==> src/rtl/potstep_pkg.sv <==
package potstep_pkg;

  typedef enum logic [2:0] {
    PH_IDLE,
    PH_SETUP,
    PH_LOW,
    PH_HIGH,
    PH_HOLD,
    PH_GAP,
    PH_REST
  } phase_t;

  function automatic int imax(input int a, input int b);
    return (a > b) ? a : b;
  endfunction

endpackage

==> src/rtl/potstep_timer.sv <==
module potstep_timer #(
  parameter int CNT_W = 8
) (
  input  logic             clk,
  input  logic             rst,
  input  logic             load,
  input  logic [CNT_W-1:0] load_val,
  output logic             done
);

  logic [CNT_W-1:0] cnt;

  always_ff @(posedge clk) begin
    if (rst) begin
      cnt <= '0;
    end else if (load) begin
      cnt <= load_val - 1'b1;
    end else if (cnt != '0) begin
      cnt <= cnt - 1'b1;
    end
  end

  assign done = (cnt == '0);

  AST_TMR_LOAD_NONZERO: assert property (@(posedge clk) disable iff (rst)
    load |-> (load_val != '0));

endmodule

==> src/rtl/potstep_track.sv <==
module potstep_track #(
  parameter int TAPS     = 32,
  parameter int HOME_POS = 0,
  localparam int POS_W   = $clog2(TAPS)
) (
  input  logic             clk,
  input  logic             rst,
  input  logic             step,
  input  logic             up,
  output logic [POS_W-1:0] pos
);

  localparam logic [POS_W-1:0] TOP  = POS_W'(TAPS - 1);
  localparam logic [POS_W-1:0] HOME = POS_W'(HOME_POS);

  always_ff @(posedge clk) begin
    if (rst) begin
      pos <= HOME;
    end else if (step) begin
      if (up && pos != TOP) begin
        pos <= pos + 1'b1;
      end else if (!up && pos != '0) begin
        pos <= pos - 1'b1;
      end
    end
  end

  AST_POS_HOLD_TOP: assert property (@(posedge clk) disable iff (rst)
    (step && up && pos == TOP) |=> (pos == TOP));
  AST_POS_HOLD_BOTTOM: assert property (@(posedge clk) disable iff (rst)
    (step && !up && pos == '0) |=> (pos == '0));
  AST_POS_IDLE_STABLE: assert property (@(posedge clk) disable iff (rst)
    !step |=> $stable(pos));

endmodule

==> src/rtl/potstep_ctrl.sv <==
module potstep_ctrl
  import potstep_pkg::*;
#(
  parameter int STEP_W        = 8,
  parameter int CNT_W         = 8,
  parameter int CYC_SEL_SETUP = 2,
  parameter int CYC_DIR_SETUP = 2,
  parameter int CYC_DIR_HOLD  = 2,
  parameter int CYC_INC_LOW   = 2,
  parameter int CYC_INC_HIGH  = 2,
  parameter int CYC_FINAL     = 2,
  parameter int CYC_STORE_GAP = 2,
  parameter int CYC_SKIP_GAP  = 2
) (
  input  logic              clk,
  input  logic              rst,
  input  logic              cmd_valid,
  input  logic              cmd_up,
  input  logic [STEP_W-1:0] cmd_steps,
  input  logic              cmd_store,
  output logic              cmd_ready,
  input  logic              tmr_done,
  output logic              tmr_load,
  output logic [CNT_W-1:0]  tmr_val,
  output logic              step,
  output logic              sel_n,
  output logic              inc,
  output logic              up
);

  localparam int SETUP_LEN  = imax(CYC_SEL_SETUP, CYC_DIR_SETUP);
  localparam int LAST_HIGH  = imax(CYC_INC_HIGH, CYC_FINAL);

  phase_t            state, nxt;
  logic [STEP_W-1:0] remain;
  logic              store_q;

  always_comb begin
    nxt      = state;
    tmr_load = 1'b0;
    tmr_val  = '0;
    step     = 1'b0;
    unique case (state)
      PH_IDLE: begin
        if (cmd_valid && (cmd_steps != '0 || cmd_store)) begin
          nxt      = PH_SETUP;
          tmr_load = 1'b1;
          tmr_val  = CNT_W'(SETUP_LEN);
        end
      end
      PH_SETUP: begin
        if (tmr_done) begin
          tmr_load = 1'b1;
          if (remain == '0) begin
            nxt     = PH_HOLD;
            tmr_val = CNT_W'(CYC_FINAL);
          end else begin
            nxt     = PH_LOW;
            tmr_val = CNT_W'(CYC_INC_LOW);
            step    = 1'b1;
          end
        end
      end
      PH_LOW: begin
        if (tmr_done) begin
          tmr_load = 1'b1;
          if (remain == '0) begin
            nxt     = PH_HOLD;
            tmr_val = store_q ? CNT_W'(LAST_HIGH) : CNT_W'(CYC_FINAL);
          end else begin
            nxt     = PH_HIGH;
            tmr_val = CNT_W'(CYC_INC_HIGH);
          end
        end
      end
      PH_HIGH: begin
        if (tmr_done) begin
          nxt      = PH_LOW;
          tmr_load = 1'b1;
          tmr_val  = CNT_W'(CYC_INC_LOW);
          step     = 1'b1;
        end
      end
      PH_HOLD: begin
        if (tmr_done) begin
          nxt      = PH_GAP;
          tmr_load = 1'b1;
          tmr_val  = store_q ? CNT_W'(CYC_STORE_GAP) : CNT_W'(CYC_SKIP_GAP);
        end
      end
      PH_GAP: begin
        if (tmr_done) begin
          if (store_q) begin
            nxt = PH_IDLE;
          end else begin
            nxt      = PH_REST;
            tmr_load = 1'b1;
            tmr_val  = CNT_W'(CYC_DIR_HOLD);
          end
        end
      end
      PH_REST: begin
        if (tmr_done) nxt = PH_IDLE;
      end
      default: nxt = PH_IDLE;
    endcase
  end

  always_ff @(posedge clk) begin
    if (rst) begin
      state   <= PH_IDLE;
      sel_n   <= 1'b1;
      inc     <= 1'b1;
      up      <= 1'b0;
      remain  <= '0;
      store_q <= 1'b0;
    end else begin
      state <= nxt;
      if (state == PH_IDLE && nxt == PH_SETUP) begin
        sel_n   <= 1'b0;
        inc     <= 1'b1;
        up      <= cmd_up;
        remain  <= cmd_steps;
        store_q <= cmd_store;
      end
      if (step) begin
        inc    <= 1'b0;
        remain <= remain - 1'b1;
      end
      if (state == PH_LOW && (nxt == PH_HIGH || (nxt == PH_HOLD && store_q))) begin
        inc <= 1'b1;
      end
      if (state == PH_HOLD && nxt == PH_GAP) begin
        sel_n <= 1'b1;
      end
      if (state == PH_GAP && nxt == PH_REST) begin
        inc <= 1'b1;
      end
    end
  end

  assign cmd_ready = (state == PH_IDLE);

  AST_READY_ONLY_DESELECTED: assert property (@(posedge clk) disable iff (rst)
    !sel_n |-> !cmd_ready);
  AST_SELECT_STARTS_HIGH: assert property (@(posedge clk) disable iff (rst)
    $fell(sel_n) |-> inc);
  AST_INC_FALLS_SELECTED: assert property (@(posedge clk) disable iff (rst)
    $fell(inc) |-> (!sel_n && !$past(sel_n)));
  AST_DIR_HELD_SELECTED: assert property (@(posedge clk) disable iff (rst)
    (!sel_n && !$past(sel_n)) |-> $stable(up));
  AST_DESELECT_LEVEL: assert property (@(posedge clk) disable iff (rst)
    $rose(sel_n) |-> (inc == store_q));

endmodule

==> src/rtl/potstep_host.sv <==
module potstep_host #(
  parameter int STEP_W        = 8,
  parameter int TAPS          = 32,
  parameter int HOME_POS      = 0,
  parameter int CYC_SEL_SETUP = 13,
  parameter int CYC_DIR_SETUP = 363,
  parameter int CYC_DIR_HOLD  = 13,
  parameter int CYC_INC_LOW   = 125,
  parameter int CYC_INC_HIGH  = 125,
  parameter int CYC_FINAL     = 125,
  parameter int CYC_STORE_GAP = 2500000,
  parameter int CYC_SKIP_GAP  = 13,
  localparam int POS_W        = $clog2(TAPS)
) (
  input  logic              clk,
  input  logic              rst,
  input  logic              cmd_valid,
  output logic              cmd_ready,
  input  logic              cmd_up,
  input  logic [STEP_W-1:0] cmd_steps,
  input  logic              cmd_store,
  output logic              pot_sel_n,
  output logic              pot_inc,
  output logic              pot_up,
  output logic [POS_W-1:0]  pos_est
);
  import potstep_pkg::*;

  localparam int MAX_A   = imax(imax(CYC_SEL_SETUP, CYC_DIR_SETUP), imax(CYC_INC_LOW, CYC_INC_HIGH));
  localparam int MAX_B   = imax(imax(CYC_FINAL, CYC_DIR_HOLD), imax(CYC_STORE_GAP, CYC_SKIP_GAP));
  localparam int MAX_LEN = imax(MAX_A, MAX_B);
  localparam int CNT_W   = $clog2(MAX_LEN + 1);

  logic             tmr_load, tmr_done, step;
  logic [CNT_W-1:0] tmr_val;

  potstep_ctrl #(
    .STEP_W(STEP_W), .CNT_W(CNT_W),
    .CYC_SEL_SETUP(CYC_SEL_SETUP), .CYC_DIR_SETUP(CYC_DIR_SETUP),
    .CYC_DIR_HOLD(CYC_DIR_HOLD), .CYC_INC_LOW(CYC_INC_LOW),
    .CYC_INC_HIGH(CYC_INC_HIGH), .CYC_FINAL(CYC_FINAL),
    .CYC_STORE_GAP(CYC_STORE_GAP), .CYC_SKIP_GAP(CYC_SKIP_GAP)
  ) u_ctrl (
    .clk(clk), .rst(rst),
    .cmd_valid(cmd_valid), .cmd_up(cmd_up), .cmd_steps(cmd_steps),
    .cmd_store(cmd_store), .cmd_ready(cmd_ready),
    .tmr_done(tmr_done), .tmr_load(tmr_load), .tmr_val(tmr_val),
    .step(step), .sel_n(pot_sel_n), .inc(pot_inc), .up(pot_up)
  );

  potstep_timer #(.CNT_W(CNT_W)) u_timer (
    .clk(clk), .rst(rst), .load(tmr_load), .load_val(tmr_val), .done(tmr_done)
  );

  potstep_track #(.TAPS(TAPS), .HOME_POS(HOME_POS)) u_track (
    .clk(clk), .rst(rst), .step(step), .up(pot_up), .pos(pos_est)
  );

endmodule

==> config.mk <==
export PLATFORM = sky130hd
export DESIGN_NAME = potstep_host
export DESIGN_NICKNAME = d
export VERILOG_FILES = /design/src/rtl/potstep_pkg.sv /design/src/rtl/potstep_timer.sv /design/src/rtl/potstep_track.sv /design/src/rtl/potstep_ctrl.sv /design/src/rtl/potstep_host.sv
export SDC_FILE = /design/constraint.sdc
export NUM_CORES = 1
export LEC_CHECK = 0
export BUFFER_PORTS_ARGS = -buffer_cell sky130_fd_sc_hd__buf_2
export CORE_ASPECT_RATIO = 1.4
export CORE_MARGIN = 2
export CORE_UTILIZATION = 31
export DETAILED_ROUTE_END_ITERATION = 12
export PLACE_DENSITY_LB_ADDON = 0.08
export SLEW_MARGIN = 15
export SYNTH_ARGS = -nofsm -noshare
export SYNTH_HDL_FRONTEND = slang
export SYNTH_SLANG_ARGS = --single-unit
export TNS_END_PERCENT = 1
==> constraint.sdc <==
create_clock -name clk -period 13.11 [get_ports clk]
set_input_delay 3.2775 -clock clk [delete_from_list [all_inputs] [get_ports clk]]
set_output_delay 3.2775 -clock clk [all_outputs]
set_load 0.01 [all_outputs]
==> impl_results.md, run 1 <==
- Ys Warns: 0
- Starting Density: 31.9%
- RSZ-0062 raised after global routing: false
- Core Region: 7800 µm²
- Count of cell types in the netlist: 59
- Core Util, Final: 36.0%
- Largest family of logic cells by synthesized area: simple AND/OR/NAND/NOR gates
- Final Instance Area: 2810 µm²
- Non-Filler Instances: 432
- Reg2reg start: u_ctrl.state[2]
- Worst Tran Pin Value: 1.01 ns
- Worst setup SP type: input pin
- Avg Vias per Cell: 5.66
- Post-synthesis cell count: 314
- Hold/Removal Path Class: flop to flop
- Area Overhead vs Synth: 12.7%
- R2r worst-path depth: 11
- PD cells: 208 nW/µm²
- CP max stage delay: 0.81 ns
- Critical path depth in cells: 12
- Inst Count DP: 424
- Hold WS: 0.471 ns
- ANT nets after route: 0
- RR Endpoint: u_timer.cnt[18]
- H-tree depth: 2
- Antenna violations before repair: 0
- Worst EP required: 13.35 ns
- Outcome: complete, no violations
- Placed instance area: 2700 µm²
- Register area share after synthesis: 33.8%
- Initial DRC Count: 104
- Num rows: 38
- Die area: 8780 µm²
- Gr busiest metal: met2
- CP endpoint kind: flop
- Slowest stage cell on the critical path: nor4b_1
- Mux share of post-synthesis cell area: 1.66%
- Main synth FF type: dfxtp_1
- XOR/XNOR share of the synthesized area: 3.87%
- Mean area per synthesized cell: 7.93 µm²
- Largest net degree at the start of global routing: 26
- CTS-repair resized insts: 0
- Final WL: 7.18 mm
- WP data arrival: 7.12 ns
- Setup Viol. Count Final: 0
- WS Path Type: input pin to flop
- Sum Neg Setup Slack: 0 ns
- GPL Wtd Cong: 0.857
- Post-CTS Hold Fix Bufs: 0
- Synthesized area: 2490 µm²
- Fmax: 145 MHz
- Simple-gate share of the synthesized area: 29.7%
- Final Hold Vio Count: 0
- GR Util met1: 20.9%
- Critical path origin: cmd_valid
- Ys async rst share: 0%
- CTS tree: done
- Port buffer count: 21
- Fill count: 846
- Clk slew on worst S/H paths: 0.09 ns
- Vias in the first global route: 2394
- M2 GR Usage: 30.6%
- Die width: 79.8 µm
- CTS buffer count: 5
- Die H: 110 µm
- Syn_nets: 333
- CP Capture Point: u_timer.cnt[18]
- Synth Area in Compound Gates: 24.4%
- Reg2Reg Setup Slack: 8.66 ns
- Final period utilization: 52.5%
- Drt drc: 0
- Ant diodes: 0
- Vias post-DR: 2444
- Nets: 350
- Top Family by Delay on Critical Path: compound AO/OA/AOI/OAI gates
- Post-route minimum period: 6.89 ns
- CTS Sinks: 42
- CP cell instances: buf_2 > nor4b_1 > o41a_1 > a31oi_1 > buf_4 > a21oi_1 > ha_1 > nand3b_1 > a31o_2 > a2111o_1 > or4b_1 > nand3_1
- WL/cell: 16.6 µm
- VDD IR max: 85.5 µV
- Layout cells sized above 1: 13.9%
- First drt pass iteration count: 4
- Number of flops mapped to enable cells by yosys: 0
- Global-route wire length before repair: 11.9 mm
- Clock Latency Late Sink: 0.30 ns
- Critical path buffer and inverter count: 2
- Max FO, Critical Path: 16
- Post-synthesis register bit count: 42
- Total track usage: 17.1%
- I/O Pins: 22
- Worst Skew: 0.00852 ns
- Leakage: 0.00107 µW
- Clk buf depth: 2
- Synth Area in Adders: 3.31%
- CTS root buf: clkbuf_8
- Final slew viol count: 0
- Met3 Track Usage GR: 2.61%
- Setup bufs post-CTS: 0
- Worst slew margin: 31.6%
- Max Cap Viol: 0
- Worst hold start: u_ctrl.remain[7]
- Remaining Overflow, GRT: 0
- Detailed placer's ending HPWL: 5.15 mm
synthesized netlist by cell type, drive strengths merged (2+ instances only):
| library cell | n | share of area (%) |
|---|---|---|
| o311ai | 2 | 0.70 |
| xor2 | 5 | 1.8 |
| or4 | 9 | 3.0 |
| nor4 | 6 | 1.8 |
| and3 | 7 | 1.8 |
| o41ai | 4 | 1.7 |
| o31ai | 3 | 0.90 |
| nor3 | 13 | 2.6 |
| or3 | 11 | 3.0 |
| nand4 | 3 | 0.75 |
| nand3b | 2 | 0.60 |
| mux2i | 3 | 1.2 |
| nand2 | 25 | 3.8 |
| and2 | 4 | 1.0 |
| a21oi | 29 | 5.8 |
| o211a | 2 | 0.80 |
| nor2 | 37 | 5.6 |
| nand3 | 12 | 2.4 |
| ha | 5 | 2.5 |
| nor3b | 3 | 0.90 |
| clkbuf | 15 | 2.3 |
| o21a | 2 | 0.60 |
| xnor2 | 6 | 2.1 |
| a31oi | 4 | 1.0 |
| or4b | 2 | 0.80 |
| o21ai | 17 | 3.4 |
| dfxtp | 42 | 34 |
| a22o | 2 | 0.70 |
| o211ai | 6 | 1.8 |
| a41oi | 3 | 1.1 |
| nand2b | 2 | 0.50 |
| inv | 4 | 0.60 |
| a21o | 4 | 1.2 |
kinds of logic after synthesis:
family / Yosys count
AND/OR/NAND/NOR: 140
XOR/XNOR: 11
adder cells (fa/ha/maj): 6
buffers and inverters: 20
multiplexers: 4
flip-flops: 42
AO/OA/AOI/OAI: 91
metrics by stage:
step                total power [µW]  setup WS, ns
floorplan                        401          6.59
CTS                              588          6.22
global route                     632          5.85
detailed placement               482          5.91
finish                           585          6.22
global placement                 486          6.10
power by group:
part / internal (µW) / switching (µW)
sequential: 155 / 29.9
clock: 56.2 / 48.3
combinational: 109 / 187
registers in the layout, indices dropped and copies added, names as in the netlist:
register        flops
u_ctrl.store_q      1
u_track.pos         5
u_ctrl.sel_n        1
u_timer.cnt        22
u_ctrl.remain       8
u_ctrl.state        3
u_ctrl.inc          1
u_ctrl.up           1
layer usage:
layer | routed length, µm | vias up | share of wire (%)
li1 | - | 1223 | -
met1 | 3170 | 1156 | 44
met2 | 3620 | 59 | 50
met4 | 99 | 0 | 1.4
met3 | 299 | 6 | 4.2
met5 | 0 | - | 0
worst min path at each step:
| stage | depth (start not counted) | end |
|---|---|---|
| 2_1_floorplan | 2 | u_ctrl.remain[7] |
| 4_1_cts | 2 | u_ctrl.remain[7] |
| 5_1_grt | 2 | u_timer.cnt[14] |
| 3_3_place_gp | 2 | u_ctrl.inc |
| 6_report | 2 | u_ctrl.remain[7] |
| 3_5_place_dp | 2 | u_ctrl.inc |
layout by cell type (no fill, tap or decap), drive strengths merged, types with 4 or more instances in the layout:
cell type and count:
a21o 4, a21oi 29, a31oi 4, and2 4, and3 7, buf 26
clkbuf 5, dfxtp 42, ha 5, inv 4, nand2 25, nand3 12
nor2 37, nor3 13, nor4 6, o211ai 6, o21ai 17, o41ai 4
or3 11, or4 9, xnor2 6, xor2 5
worst register-to-register path, delay by kind of cell (launching register included):
kind,cells,cell delay [ns]
buf+inv,1,0.23
compound gates,5,1.79
simple gates,4,1.68
fa+ha+maj,1,0.22
flops,1,0.48
final cells by class:
class	count	area, µm²	area share, %
flip-flops and latches	42	841	29.9
clock inverters	3	40.0	1.43
well taps	100	125	4.46
clock buffers	5	68.8	2.45
multi-input cells	252	1580	56.1
repair buffers	26	143	5.08
inverters	4	15.0	0.535
Note: power is estimated with default switching activity, not from simulation.
==> inputs of run 2 (changes only) <==
Clock period 13.11 ns to 7.2 ns, I/O delays scaled along.
==> impl_results.md, run 2 (synthesized netlist as in run 1, its figures left out) <==
- CTS buffer count: 5 (unchanged)
- CTS-repair resized insts: 0 (unchanged)
- Worst EP required: 7.44 ns (-5.91 ns)
- Slowest stage cell on the critical path: nor4b_1
- Worst slew margin: 26.7% (-4.9 points)
- GPL Wtd Cong: 0.833 (-2.7%)
- Biggest regs: u_timer.cnt (22), u_ctrl.remain (8), u_track.pos (5)
- Fmax: 203 MHz
- Port buffer count: 21 (unchanged)
- Post-route minimum period: 4.93 ns
- Core Util, Final: 35.7% (-0.32 points)
- Sum Neg Setup Slack: 0 ns (unchanged)
- Max FO, Critical Path: 14 (-2)
- Hold/Removal Path Class: flop to flop
- RSZ-0062 raised after global routing: false
- Clock Latency Late Sink: 0.29 ns (about the same)
- Setup Viol. Count Final: 0 (unchanged)
- Total track usage: 17.3% (+0.17 points)
- Fill count: 863 (+2.0%)
- Die width: 79.8 µm (unchanged)
- Final Hold Vio Count: 0 (unchanged)
- Reg2reg start: u_ctrl.state[2]
- Antenna violations before repair: 0 (unchanged)
- Avg Vias per Cell: 5.56 (-1.7%)
- PD cells: 367 nW/µm² (+76%)
- Vias post-DR: 2402 (-1.7%)
- Final period utilization: 68.5%
- Worst Tran Pin Value: 1.08 ns (+0.0718 ns)
- Remaining Overflow, GRT: 0 (unchanged)
- I/O Pins: 22 (unchanged)
- Initial DRC Count: 107 (+2.9%)
- First drt pass iteration count: 4 (unchanged)
- Outcome: complete, no violations
- Post-CTS Hold Fix Bufs: 0 (unchanged)
- Setup bufs post-CTS: 0 (unchanged)
- Leakage: 0.00106 µW (-1.4%)
- Commonest cells after routing, fill and taps aside: 42 x dfxtp_1, 37 x nor2_1, 29 x a21oi_1
- Global-route wire length before repair: 12.0 mm (+0.87%)
- Critical path origin: cmd_valid
- Max reg flops: 22 (unchanged)
- Layout cells sized above 1: 13.3% (-0.60 points)
- CTS tree: done
- Starting Density: 31.9% (unchanged)
- Num rows: 38 (unchanged)
- CTS root buf: clkbuf_8
- WS Path Type: input pin to flop
- Worst hold start: u_ctrl.remain[7]
- Max Cap Viol: 0 (unchanged)
- Largest net degree at the start of global routing: 26 (unchanged)
- CTS Sinks: 42 (unchanged)
- Worst setup SP type: input pin
- Top reg by flops: u_timer.cnt
- ANT nets after route: 0 (unchanged)
- Die H: 110 µm (unchanged)
- H-tree depth: 2 (unchanged)
- WL/cell: 16.6 µm (-0.47%)
- Area Overhead vs Synth: 11.7%
- Final WL: 7.15 mm (-0.47%)
- Ant diodes: 0 (unchanged)
- Drt drc: 0 (unchanged)
- Reg2Reg Setup Slack: 3.25 ns (-5.41 ns)
- Vias in the first global route: 2402 (+0.33%)
- Die area: 8780 µm² (unchanged)
- Clk buf depth: 2 (unchanged)
- WP data arrival: 5.17 ns (-1.95 ns)
- CP max stage delay: 0.86 ns (+0.05 ns)
- Hold WS: 0.471 ns (+0.0000150 ns)
- Detailed placer's ending HPWL: 5.25 mm (+1.9%)
- Worst Skew: 0.0109 ns (+0.00241 ns)
- VDD IR max: 124 µV (+45%)
- Nets: 351 (+0.29%)
- Clk slew on worst S/H paths: 0.08 ns (about the same)
- CP endpoint kind: flop
- Core Region: 7800 µm² (unchanged)
- Commonest non-fill, non-tap cell in the layout: dfxtp_1
- Final slew viol count: 0 (unchanged)
- CP cell instances: buf_2 > nor4b_1 > o41a_1 > a31oi_1 > buf_4 > a21oi_1 > ha_1 > nand3b_1 > a31o_2 > a2111o_1 > or4b_1 > nand3_1
[run 2: per-layer routing]
layer	vias up	global-route usage, %	routed length (µm)
met4	0	5.81	144
met2	40	31.3	3630
met1	1137	20.8	3180
met3	9	2.52	201
li1	1216	-	-
met5	-	0	0
[run 2: path summary, 6_finish.rpt]
path | to | depth (start not counted)
max reg2reg | u_timer.cnt[18] | 11
max | u_timer.cnt[18] | 12
min reg2reg | u_ctrl.remain[7] | 2
min | u_ctrl.remain[7] | 2
[run 2: final cells by class]
cell class                      count  area [µm²]  area share [%]
Tap cell                          100         125            4.50
Multi-Input combinational cell    252        1580            56.6
Sequential cell                    42         841            30.2
Timing Repair Buffer               27         150            5.40
Clock buffer                        7        76.3            2.74
Inverter                            4        15.0           0.540
[run 2: critical path, delay by kind of cell]
family                     cells  cell delay (ns)
buffers and inverters          2             0.28
and+or+nand+nor                4             1.58
AOI/OAI and AO/OA              5             1.27
adders and majority gates      1             0.23
[run 2: where the power goes]
| part | internal, µW | switching (µW) |
|---|---|---|
| Combinational | 200 | 340 |
| Clock | 66.9 | 78.0 |
| Sequential | 282 | 54.3 |
| Total | 549 | 472 |
[run 2: stage by stage]
stage	total power, µW	cell area, µm²	cells	setup WS (ns)
after global routing	1110	2780	432	1.90
after global placement	885	2710	425	2.04
after CTS	1030	2780	432	2.25
final	1020	2780	432	2.27
after detailed placement	880	2710	425	1.95
after floorplan	731	2490	314	2.16
